$ cat src/rtl/evt_trigger_node.sv
module evt_trigger_node #(
  parameter int N_IN         = 8,
  parameter int N_OUT        = 8,
  parameter int CODE_W       = 8,
  parameter int TIME_W       = 16,
  parameter int CLK_PER_US   = 100,
  parameter int STABLE_TICKS = 4,
  localparam int IDX_W       = $clog2(N_IN > N_OUT ? N_IN : N_OUT),
  localparam int DATA_W      = TIME_W > CODE_W ? TIME_W : CODE_W
) (
  input  logic              clk,
  input  logic              rst_n,
  input  logic [N_IN-1:0]   evt_in,
  output logic [N_OUT-1:0]  trig_out,
  output logic              tx_valid,
  output logic [CODE_W-1:0] tx_data,
  input  logic              tx_ready,
  input  logic              rx_valid,
  input  logic [CODE_W-1:0] rx_data,
  input  logic              cfg_we,
  input  logic [IDX_W+1:0]  cfg_addr,
  input  logic [DATA_W-1:0] cfg_wdata
);

  localparam int DIV_W   = $clog2(CLK_PER_US);
  localparam int STB_W   = $clog2(STABLE_TICKS + 1);
  localparam int SEL_W   = $clog2(N_IN);
  localparam logic [1:0] ST_IDLE  = 2'd0;
  localparam logic [1:0] ST_WAIT  = 2'd1;
  localparam logic [1:0] ST_PULSE = 2'd2;
  localparam logic [1:0] K_INCODE  = 2'd0;
  localparam logic [1:0] K_OUTCODE = 2'd1;
  localparam logic [1:0] K_DELAY   = 2'd2;
  localparam logic [1:0] K_WIDTH   = 2'd3;

  logic [DIV_W-1:0] div_q;
  logic             tick;
  assign tick = (div_q == DIV_W'(CLK_PER_US - 1));

  always_ff @(posedge clk or negedge rst_n)
    if (!rst_n)    div_q <= '0;
    else if (tick) div_q <= '0;
    else           div_q <= div_q + 1'b1;

  wire [1:0]       cfg_kind = cfg_addr[IDX_W+1:IDX_W];
  wire [IDX_W-1:0] cfg_idx  = cfg_addr[IDX_W-1:0];

  // ---------------- input side ----------------
  logic [N_IN-1:0]   s1_q, s2_q, filt_q, pend_q, accept, clr;
  logic [STB_W-1:0]  stb_q       [N_IN];
  logic [CODE_W-1:0] in_code_q   [N_IN];
  logic [CODE_W-1:0] pend_code_q [N_IN];
  logic [SEL_W-1:0]  sel;

  always_comb
    for (int i = 0; i < N_IN; i++)
      accept[i] = tick && s2_q[i] && !filt_q[i] && (stb_q[i] == STB_W'(STABLE_TICKS - 1));

  always_comb begin
    sel = '0;
    for (int i = N_IN - 1; i >= 0; i--)
      if (pend_q[i]) sel = SEL_W'(i);
  end

  assign tx_valid = |pend_q;
  assign tx_data  = pend_code_q[sel];

  always_comb begin
    clr = '0;
    if (tx_valid && tx_ready) clr[sel] = 1'b1;
  end

  always_ff @(posedge clk or negedge rst_n) begin
    if (!rst_n) begin
      s1_q   <= '0;
      s2_q   <= '0;
      filt_q <= '0;
      pend_q <= '0;
      for (int i = 0; i < N_IN; i++) begin
        stb_q[i]       <= '0;
        in_code_q[i]   <= '0;
        pend_code_q[i] <= '0;
      end
    end else begin
      s1_q <= evt_in;
      s2_q <= s1_q;
      for (int i = 0; i < N_IN; i++) begin
        if (s2_q[i] == filt_q[i]) stb_q[i] <= '0;
        else if (tick) begin
          if (stb_q[i] == STB_W'(STABLE_TICKS - 1)) begin
            filt_q[i] <= s2_q[i];
            stb_q[i]  <= '0;
          end else stb_q[i] <= stb_q[i] + 1'b1;
        end
        if (accept[i] && in_code_q[i] != '0) begin
          pend_q[i]      <= 1'b1;
          pend_code_q[i] <= in_code_q[i];
        end else if (clr[i]) pend_q[i] <= 1'b0;
        if (cfg_we && cfg_kind == K_INCODE && cfg_idx == IDX_W'(i))
          in_code_q[i] <= cfg_wdata[CODE_W-1:0];
      end
    end
  end

  assert_tx_nonzero_R3: assert property (@(posedge clk) disable iff (!rst_n)
    tx_valid |-> tx_data != '0);

  assert_tx_hold_R4: assert property (@(posedge clk) disable iff (!rst_n)
    (tx_valid && !tx_ready && pend_q[0]) |=> (tx_valid && $stable(tx_data)));

  // ---------------- output side ----------------
  logic [1:0]        st_q       [N_OUT];
  logic [TIME_W-1:0] cnt_q      [N_OUT];
  logic [CODE_W-1:0] out_code_q [N_OUT];
  logic [TIME_W-1:0] dly_q      [N_OUT];
  logic [TIME_W-1:0] wid_q      [N_OUT];
  logic [N_OUT-1:0]  hit;

  always_comb
    for (int j = 0; j < N_OUT; j++)
      hit[j] = rx_valid && rx_data != '0 && rx_data == out_code_q[j] && wid_q[j] != '0;

  always_ff @(posedge clk or negedge rst_n) begin
    if (!rst_n) begin
      for (int j = 0; j < N_OUT; j++) begin
        st_q[j]       <= ST_IDLE;
        cnt_q[j]      <= '0;
        out_code_q[j] <= '0;
        dly_q[j]      <= '0;
        wid_q[j]      <= '0;
      end
    end else begin
      for (int j = 0; j < N_OUT; j++) begin
        if (hit[j]) begin
          st_q[j]  <= ST_WAIT;
          cnt_q[j] <= dly_q[j];
        end else if (tick) begin
          case (st_q[j])
            ST_WAIT:
              if (cnt_q[j] == '0) begin
                st_q[j]  <= ST_PULSE;
                cnt_q[j] <= wid_q[j];
              end else cnt_q[j] <= cnt_q[j] - 1'b1;
            ST_PULSE:
              if (cnt_q[j] <= TIME_W'(1)) st_q[j] <= ST_IDLE;
              else cnt_q[j] <= cnt_q[j] - 1'b1;
            default: ;
          endcase
        end
        if (cfg_we && st_q[j] == ST_IDLE && cfg_idx == IDX_W'(j))
          case (cfg_kind)
            K_OUTCODE: out_code_q[j] <= cfg_wdata[CODE_W-1:0];
            K_DELAY:   dly_q[j]      <= cfg_wdata[TIME_W-1:0];
            K_WIDTH:   wid_q[j]      <= cfg_wdata[TIME_W-1:0];
            default: ;
          endcase
      end
    end
  end

  for (genvar j = 0; j < N_OUT; j++) begin : g_out
    assign trig_out[j] = (st_q[j] == ST_PULSE);

    assert_restart_low_R9: assert property (@(posedge clk) disable iff (!rst_n)
      hit[j] |=> !trig_out[j]);

    assert_zero_width_silent_R8: assert property (@(posedge clk) disable iff (!rst_n)
      trig_out[j] |-> wid_q[j] != '0);

    assert_cfg_locked_R11: assert property (@(posedge clk) disable iff (!rst_n)
      (st_q[j] != ST_IDLE) |=> ($stable(wid_q[j]) && $stable(dly_q[j]) && $stable(out_code_q[j])));

    assert_edge_on_tick_R7: assert property (@(posedge clk) disable iff (!rst_n)
      ($rose(trig_out[j]) || $fell(trig_out[j])) |-> ($past(tick) || $past(hit[j])));
  end

endmodule

$ cat config.mk
export PLATFORM = sky130hd
export DESIGN_NAME = evt_trigger_node
export DESIGN_NICKNAME = d
export VERILOG_FILES = /design/src/rtl/evt_trigger_node.sv
export SDC_FILE = /design/constraint.sdc
export NUM_CORES = 1
export LEC_CHECK = 0
export CAP_MARGIN = 20
export CORE_ASPECT_RATIO = 1.75
export CORE_MARGIN = 1.5
export CORE_UTILIZATION = 51
export CTS_CLUSTER_SIZE = 14
export DETAILED_ROUTE_END_ITERATION = 10
export DONT_BUFFER_PORTS = 1
export HOLD_SLACK_MARGIN = 0.08
export MAX_ROUTING_LAYER = met4
export PLACE_DENSITY_LB_ADDON = 0.25
export SLEW_MARGIN = 20
export SYNTH_ARGS = -nofsm -noshare
export SYNTH_HDL_FRONTEND = slang
export SYNTH_SLANG_ARGS = --single-unit
$ cat constraint.sdc
create_clock -name clk -period 3.2 [get_ports clk]
set_clock_uncertainty 0.2 [all_clocks]
set_input_delay 0.32 -clock clk [delete_from_list [all_inputs] [get_ports clk]]
set_output_delay 0.32 -clock clk [all_outputs]
set_load 0.005 [all_outputs]
==> flow_summary.toml, run 1 <==
[synth]
muxShareOfSynthArea_pct = 17.4
synth-simple-area-share_pct = 12.7
synthAdderAreaFrac_pct = 1.29
yosys.area.top_type_share_pct = 51.4
synth.net_count = 2918
netlist_instances = 2843
synth_top_cell_by_area = "dfrtp_1"
yosys-top-cells-count = "dfrtp_1, mux2_2, nand2_1, nor2_1, a21oi_1"
yosys_warnings = 0
ys_types = 83
synth_most_common_cell = "dfrtp_1"
syn-cell-area_mm2 = 0.0319
synth-seq-cells = 655
ys_dominant_reg_cell = "dfrtp_1"
synth_edf_count = 0
synth_top_family_by_area = "multiplexers"
synth_xor_area_share_pct = 4.03
synthTopCellsByArea = "dfrtp_1, mux2_2, nand2_1, a21oi_1, nor4_1"
async_flop_share_pct = 100
yosysSeqAreaShare_pct = 51.4
synth_compound_area_share_pct = 10.6
syn_area_per_cell_um2 = 11.2

[timing]
slew_violations = 450
finalSetupViolCount = 0
max_slew_margin_pct = -50.5
fmax_mhz = 313
tns_ps = 0
fin_crit_sh_pct = 100
layout_min_cycle_time_ps = 3200
timing.hold.ws_ps = -768
worst_pin_slew_ps = 2260
hold_viol = 655
rsz0062_at_grt = "true"

[die]
initial_core_util_pct = 51.4
rows = 121
die-area_mm2 = 0.0641
coreArea_mm2 = 0.0621
die_w_um = 192
ios = 59
die-height_um = 334

[place]
dp.final_hpwl_um = 56000
gp_congestion = 0.936
placed_area_mm2 = 0.0330
port_buffers = 0

[power]
power_density_mw_per_mm2 = 481
clockPowerShare_pct = 41.9
p_sw_share_pct = 23.8
p_int_mw = 13.3
power.switching_mw = 4.14
seq_power_share_pct = 50.0
p_leak_nw = 16.7
ir_drop_mv = 0.536
pwr-share-comb_pct = 8.1

[grt]
grt_pass1_wl_um = 137000
grt_use_total_pct = 28.6
grt_pass1_vias = 24468
grt_antenna_before_repair = 3
grt-ovfl-total = 0
grt_max_degree = 656

[route]
wl_um = 87700
ant_nets = 0
routed.top_layer = "met4"
num_vias = 23251
via_per_inst = 6.16
firstDrtPassIters = 6
drt-initial-drc-count = 1434
avgRoutedWirePerCell_um = 23.2
drc_errors = 0
dr_wl_met3_um = 4290
wl_met1_um = 32400
routed-wl-met2_um = 46900

[clock_tree]
cts_made_buffers = 60
cts.reportedPaths.clkPinSlew_ps = 60
clockRootBuffer = "clkbuf_16"
hold_buffers = 77
cts_tree = "built"
clock_sinks = 655
cts_buffer_depth = 3
clock_latency_ps = 650
htreeDepth = 2

[final_layout]
nNetsFinal = 2998
finalInstanceArea_mm2 = 0.0362
area_growth_pct = 13.4
drive_above_1_share_pct = 24.0
final_core_util_pct = 58.3

[setup_path]
required_ps = 2680
rr_startpoint = "cnt_q[58]"
crit_fanout = 16
reg2regPathDepth = 6
regToRegSetupSlack_ps = 160
crit_path_end = "tx_data[3]"
r2r_end = "cnt_q[57]"
crit_type = "reg2out"
end_kind = "primary output"
cp_data_arrival_time_ps = 2680
worst_setup_path_start_kind = "flop"
startpoint = "pend_q[7]"

[hold_path]
hp-class = "in2async"

[run_status]
failed_checks = "hold timing, slew limit"
status = "finished, violations left"

[job]
cap_violations = 0
[cells by family (layout without fill, tap and decap cells)]
group,after synthesis,count (layout)
AO/OA/AOI/OAI,514,514
XOR/XNOR,147,147
adder cells (fa/ha/maj),33,33
buffers and inverters,211,338
flip-flops,655,655
multiplexers,499,499
other,0,5
AND/OR/NAND/NOR,784,784
[final cells by class]
cell class / instances / area [um2]
Antenna cell: 5 / 12.5
Clock buffer: 87 / 1780
Clock inverter: 22 / 208
Fill cell: 5140 / 25900
Inverter: 51 / 191
Multi-Input combinational cell: 1977 / 14800
Sequential cell: 655 / 16400
Tap cell: 799 / 1000
Timing Repair Buffer: 178 / 1780
[layout by cell type, fill, tap and decap left out, drive strengths merged, types with 23 or more instances in the layout]
cell type / synthesis / layout
o22ai: 29 / 29
nor3: 68 / 68
dfrtp: 655 / 655
buf: 20 / 114
inv: 50 / 51
o31ai: 23 / 23
a211oi: 33 / 33
a21oi: 143 / 143
clkbuf: 140 / 87
nand2b: 25 / 25
mux2i: 48 / 48
xnor2: 79 / 79
mux2: 451 / 451
dlygate4sd3: 0 / 64
nand2: 208 / 208
a31oi: 32 / 32
nor2b: 26 / 26
or2: 23 / 23
ha: 33 / 33
nor4: 116 / 116
xor2: 68 / 68
o211ai: 39 / 39
o21ai: 85 / 85
nor2: 151 / 151
nand3: 35 / 35
nand4: 42 / 42
[layer usage]
metal / vias to the layer above / global-route usage, %
met5: - / -
met4: 0 / 12.3
met3: 247 / 4.16
met2: 578 / 50.8
met1: 11868 / 31.4
li1: 10558 / -
[through the flow]
step                      power (mW)  cells  worst slack [ps]
after floorplan                 9.57   2843               397
after global placement          9.72   3574               194
after detailed placement        9.76   3574               165
after CTS                       17.3   3762             -2.46
after global routing            18.0   3772             -80.2
final                           17.4   3774              1.50
[critical path, stage by stage (launching register included)]
cell	delay (ps)
dfrtp_1	440
nand2b_1	140
a21oi_2	90
o311ai_4	290
buf_4	180
buf_12	170
mux2i_1	220
o22ai_1	160
or2_2	360
[how the worst min path moves through the flow]
stage,slack [ps],startpoint,to
final,-770,rst_n,in_code_q[14]
after global routing,-810,rst_n,in_code_q[11]
after CTS,-820,rst_n,dly_q[56]
after detailed placement,-120,rst_n,in_code_q[13]
after global placement,-120,rst_n,in_code_q[14]
after floorplan,-180,rst_n,cnt_q[0]
[power groups by stage]
stage	logic (mW)	clock network, mW	registers, mW
3_3_place_gp	0.877	0	8.85
6_report	1.42	7.29	8.71
2_1_floorplan	0.780	0	8.79
4_1_cts	1.21	7.42	8.71
5_1_grt	1.48	7.74	8.74
3_5_place_dp	0.900	0	8.86
[timing repair]
item | in CTS | in global routing
gates resized for setup | 4 | 26
pin swaps | 0 | 3
buffers inserted | 2 | 4
gates cloned | 0 | 1
hold endpoints to repair | 1067 | 655
endpoints found under the setup margin | 4 | 13
[flip-flops by register name, indices dropped and copies added, names as in the netlist, 16 cells and up]
register,count
stb_q,24
wid_q,128
st_q,16
in_code_q,64
dly_q,128
cnt_q,128
pend_code_q,64
out_code_q,64
No activity file was read; power rests on OpenSTA's default activity.
==> run 2, diff against run 1 <==
CTS_BUF_LIST = sky130_fd_sc_hd__clkbuf_4   (was unset)
MAX_ROUTING_LAYER = unset   (was met4)
==> run 2 against run 1 <==
Net effect:
- the run ends with hold timing, setup timing left
- setup slack worse by 150 ps
- clock power is 1% lower
- via count is 4.0% higher
- global-route usage is 0.41 points lower
- non-clock buffer count is 35 higher
- worst hold slack better by 720 ps
- critical endpoint is now tx_data[1]
- cell count is 5.5% higher
- core utilization is 1.1 points higher
- die area stayed put
- largest cell class unchanged
- maximum frequency is 4.4% lower
- first-iteration DRC count is 0.84% lower
==> flow_summary.toml, run 2 (same netlist as run 1, synthesis figures left out) <==
[run_status]
status = "finished, violations left"
failed_checks = "hold timing, setup timing"

[place]
dp.final_hpwl_um = 55700
gp_congestion = 0.920
placed_area_mm2 = 0.0330
port_buffers = 0

[clock_tree]
cts_tree = "built"
cts.reportedPaths.clkPinSlew_ps = 70
clock_latency_ps = 920
clockRootBuffer = "clkbuf_4"
cts_buffer_depth = 3
clock_sinks = 655
htreeDepth = 4
cts_made_buffers = 156

[die]
coreArea_mm2 = 0.0621
die_w_um = 192
die-height_um = 334
initial_core_util_pct = 51.4
rows = 121
ios = 59
die-area_mm2 = 0.0641

[grt]
grt_pass1_wl_um = 139000
grt_pass1_vias = 25736
grt_use_total_pct = 28.1
grt_antenna_before_repair = 9
grt-ovfl-total = 0
grt_max_degree = 656

[power]
seq_power_share_pct = 49.3
ir_drop_mv = 0.443
p_int_mw = 13.1
p_leak_nw = 17.2
power_density_mw_per_mm2 = 480
clockPowerShare_pct = 40.7
power.switching_mw = 4.61
pwr-share-comb_pct = 10.0
total_power_mw = 17.7
p_sw_share_pct = 26.1

[route]
drc_errors = 0
via_per_inst = 6.08
drt-initial-drc-count = 1422
wl_um = 89100
avgRoutedWirePerCell_um = 22.4
num_vias = 24181
ant_nets = 0
firstDrtPassIters = 8

[timing]
rsz0062_at_grt = "true"
slew_violations = 0
fin_crit_sh_pct = 105
hold_viol = 29
finalSetupViolCount = 8
timing.hold.ws_ps = -47.8
worst_pin_slew_ps = 1140
max_slew_margin_pct = 23.8
setup_ws_ps = -147
fmax_mhz = 299
layout_min_cycle_time_ps = 3350

[setup_path]
crit_fanout = 7
crit_type = "reg2out"
cp_data_arrival_time_ps = 2830
worst_setup_path_start_kind = "flop"
reg2regPathDepth = 6
regToRegSetupSlack_ps = 110
rr_startpoint = "cnt_q[60]"
end_kind = "primary output"
r2r_end = "cnt_q[61]"
required_ps = 2680

[final_layout]
top_regs = "cnt_q: 128 flops, dly_q: 128 flops, wid_q: 128 flops"
nNetsFinal = 3129
drive_above_1_share_pct = 28.0
area_growth_pct = 15.5
layout_commonest_cell = "dfrtp_1"
final_core_util_pct = 59.4
finalInstanceArea_mm2 = 0.0368
most-common-layout-cells = "dfrtp_1, mux2_2, clkbuf_4"

[job]
cap_violations = 0

[hold_path]
hp-class = "in2async"
==> run 2: cell types whose count changed in the layout (fill, tap and decap cells not counted), sizes merged <==
cell | previous run | this run
buf | 114 | 131
clkinvlp | 3 | 2
dlymetal6s4s | 0 | 1
clkbuf | 87 | 220
dlygate4sd3 | 64 | 81
bufinv | 3 | 7
inv | 51 | 54
clkinv | 16 | 49
diode | 5 | 4
==> run 2: cell type report <==
class | instances | area (um2)
Antenna cell | 4 | 10.0
Clock buffer | 220 | 1650
Clock inverter | 61 | 433
Fill cell | 5113 | 25200
Inverter | 51 | 191
Multi-Input combinational cell | 1977 | 14900
Sequential cell | 655 | 16400
Tap cell | 799 | 1000
Timing Repair Buffer | 213 | 2250
==> run 2: through the flow <==
stage	instances	setup slack, ps	setup TNS, ps
floorplan	2843	397	0
global placement	3575	178	0
global route	3980	-222	-1530
finish	3980	-147	-847
detailed placement	3575	151	0
CTS	3959	-156	-1160
==> run 2: routing by layer <==
layer,track usage [%],vias to the layer above,wire length (um),part of all wire (%)
li1,-,10971,-,-
met1,30.6,12214,33200,37
met2,51.5,725,47600,53
met3,4.68,269,4100,4.6
met4,14.9,2,4240,4.8
met5,0,-,12,0.013
==> run 2: power groups by stage <==
stage | logic (mW) | clock network [mW] | registers [mW]
floorplan | 0.780 | 0 | 8.79
global placement | 0.875 | 0 | 8.85
detailed placement | 0.894 | 0 | 8.86
CTS | 1.51 | 7.37 | 8.70
global route | 1.87 | 7.77 | 8.73
finish | 1.77 | 7.20 | 8.71
==> run 2: worst max-delay path, cell delays in order (launching register included) <==
cell	delay (ps)
dfrtp_1	410
nand2b_1	110
a21oi_2	70
o311ai_4	270
buf_6	180
buf_12	150
buf_6	120
mux2i_1	200
o22ai_1	130
or2_4	270
==> run 2: what timing repair did <==
| item | 4_1_cts | 5_1_grt |
|---|---|---|
| setup buffers | 8 | 1 |
| endpoints found under the hold margin | 1158 | 244 |
| gates resized for setup | 45 | 10 |
| gates cloned | 2 | 0 |
| hold buffers | 93 | 13 |
| pin swaps | 6 | 8 |
| endpoints found under the setup margin | 8 | 17 |
==> run 2: how the worst max path moves through the flow <==
stage	from	endpoint	slack, ps	cells after the start
detailed placement	cnt_q[58]	cnt_q[51]	150	7
global route	pend_q[7]	tx_data[1]	-220	8
floorplan	cnt_q[58]	cnt_q[56]	400	8
global placement	cnt_q[60]	cnt_q[51]	180	7
finish	pend_q[7]	tx_data[1]	-150	9
CTS	pend_q[7]	tx_data[0]	-160	8
==> run 3, diff against run 2 <==
--- a/config.mk
+++ b/config.mk
@@ -14,4 +14,5 @@
 export DETAILED_ROUTE_END_ITERATION = 10
 export DONT_BUFFER_PORTS = 1
+export GPL_ROUTABILITY_DRIVEN = 0
 export HOLD_SLACK_MARGIN = 0.08
 export PLACE_DENSITY_LB_ADDON = 0.25
==> constraint.sdc (replaced) <==
create_clock -name clk -period 3.2 [get_ports clk]
set_clock_uncertainty 0.2 [all_clocks]
set_input_delay 0.32 -clock clk [delete_from_list [all_inputs] [get_ports clk]]
set_output_delay 0.32 -clock clk [all_outputs]
set_load 0.1 [all_outputs]
==> run 3 against run 2 <==
Net effect:
- the run still ends with hold timing, setup timing left
- die area did not move
- total power is 1.9% lower
- register-to-register slack improved by 20 ps
- design area shrank 0.87%
- largest cell class unchanged
- cell count fell by 0.65%
- clock-buffer cell count fell by 5
- maximum frequency fell by 3.4%
- flip-flop and latch count unchanged
- combinational power is 5% lower
- non-clock buffer count down 11
- clock power is 3.6% lower
- sequential power hardly changed
==> flow_summary.toml, run 3 (same netlist as run 1, synthesis figures left out) <==
[run_status]
status = "finished, violations left"
failed_checks = "hold timing, setup timing"

[setup_path]
crit_chain = "nand2b_4, a21oi_2, o311ai_4, buf_6, mux2i_2, o22ai_2, or2_4"
end_kind = "primary output"
worst_setup_path_start_kind = "flop"
crit_type = "reg2out"
required_ps = 2680
crit_fanout = 8
r2r_end = "cnt_q[61]"
cp.depth = 7
rr_startpoint = "cnt_q[58]"
slowest_stage = "or2_4"
regToRegSetupSlack_ps = 130
slowest_delay_ps = 410
cp_data_arrival_time_ps = 2950
cp_num_buf_inv = 1
reg2regPathDepth = 6
cp_top_family = "simple AND/OR/NAND/NOR gates"

[die]
die_w_um = 192
rows = 121
ios = 59
initial_core_util_pct = 51.4
die-height_um = 334
coreArea_mm2 = 0.0621
die-area_mm2 = 0.0641

[grt]
grt_pass1_wl_um = 138000
grt_pass1_vias = 25435
grt-ovfl-total = 0
grt_antenna_before_repair = 3
grt_use_total_pct = 27.9
grt_max_degree = 656

[route]
avgRoutedWirePerCell_um = 22.1
ant_nets = 0
via_per_inst = 6.08
wl_um = 87300
drt-initial-drc-count = 1676
firstDrtPassIters = 5
drc_errors = 0
num_vias = 24038

[clock_tree]
clock_latency_ps = 940
cts.reportedPaths.clkPinSlew_ps = 80
cts_made_buffers = 153
htreeDepth = 4
cts_tree = "built"
cts_buffer_depth = 3
clock_sinks = 655
clockRootBuffer = "clkbuf_4"

[timing]
rsz0062_at_grt = "true"
fin_crit_sh_pct = 108
max_slew_margin_pct = 17.7
worst_pin_slew_ps = 1230
layout_min_cycle_time_ps = 3470
tns_ps = -1810
timing.hold.ws_ps = -168
setup_ws_ps = -265
finalSetupViolCount = 8
fmax_mhz = 289
hold_viol = 115
slew_violations = 0

[final_layout]
nNetsFinal = 3115
area_growth_pct = 14.4
most-common-layout-cells = "dfrtp_1, mux2_2, clkbuf_4"
layout_commonest_cell = "dfrtp_1"
top_regs = "cnt_q: 128 flops, dly_q: 128 flops, wid_q: 128 flops"
final_core_util_pct = 58.8
drive_above_1_share_pct = 27.8

[place]
dp.final_hpwl_um = 54000
port_buffers = 0

[power]
p_leak_nw = 17.1
ir_drop_mv = 0.526
power_density_mw_per_mm2 = 475

[job]
cap_violations = 0

[hold_path]
hp-class = "in2async"
-- run 3: cell types whose count changed in the layout (fill, tap and decap cells not counted), moves of 3 or more --
| cell | delta |
|---|---|
| clkbuf_4 | -5 |
| nor2b_1 | -5 |
| mux2i_2 | +3 |
| o22ai_2 | -5 |
| clkinv_4 | +3 |
| dlygate4sd3_1 | -3 |
| clkinv_1 | -13 |
| mux2i_4 | -4 |
| buf_12 | -9 |
| nor2b_2 | +5 |
| o22ai_1 | +5 |
-- run 3: repair_timing --
item                                    in CTS  in global routing
endpoints found under the hold margin     1163                503
endpoints found under the setup margin       8                 38
hold buffers                                91                  2
buffers inserted                             4                  0
gates cloned                                 3                  0
pin swaps                                    2                  7
resized for setup                           22                 23
-- run 3: final cells by class --
class | count | area (um2)
well taps | 799 | 1000
clock buffers | 215 | 1610
inverters | 51 | 191
flip-flops and latches | 655 | 16400
repair buffers | 202 | 2080
fillers | 5190 | 25500
diodes | 3 | 7.51
clock inverters | 52 | 373
multi-input cells | 1977 | 14900
-- run 3: stage by stage --
stage               instances  power (mW)  setup slack [ps]  area, um2
floorplan                2843        9.64               184      31900
global placement         3581        9.79               247      33100
detailed placement       3581        9.83               174      33100
CTS                      3946        17.3              -229      36300
global route             3953        18.1              -376      36500
finish                   3954        17.3              -265      36500
-- run 3: worst max-delay path by stage --
stage                  to  slack [ps]  startpoint
6_report       tx_data[1]        -270   pend_q[6]
3_5_place_dp    cnt_q[61]         170   cnt_q[58]
2_1_floorplan   cnt_q[39]         180     st_q[5]
5_1_grt        tx_data[1]        -380   pend_q[6]
3_3_place_gp    cnt_q[50]         250   cnt_q[58]
4_1_cts        tx_data[1]        -230   pend_q[6]
-- run 3: report_power, final --
part	switching [mW]	internal (mW)	total, mW
Combinational	0.975	0.718	1.69
Sequential	0.203	8.50	8.71
Clock	3.41	3.53	6.94
Total	4.59	12.7	17.3
-- run 3: metal layers --
layer	up-vias	track usage [%]	part of all wire, %
met1	12167	31.4	38
met4	0	13.8	4.5
li1	10911	-	-
met5	-	0	0
met3	236	4.92	4.6
met2	724	50.1	53
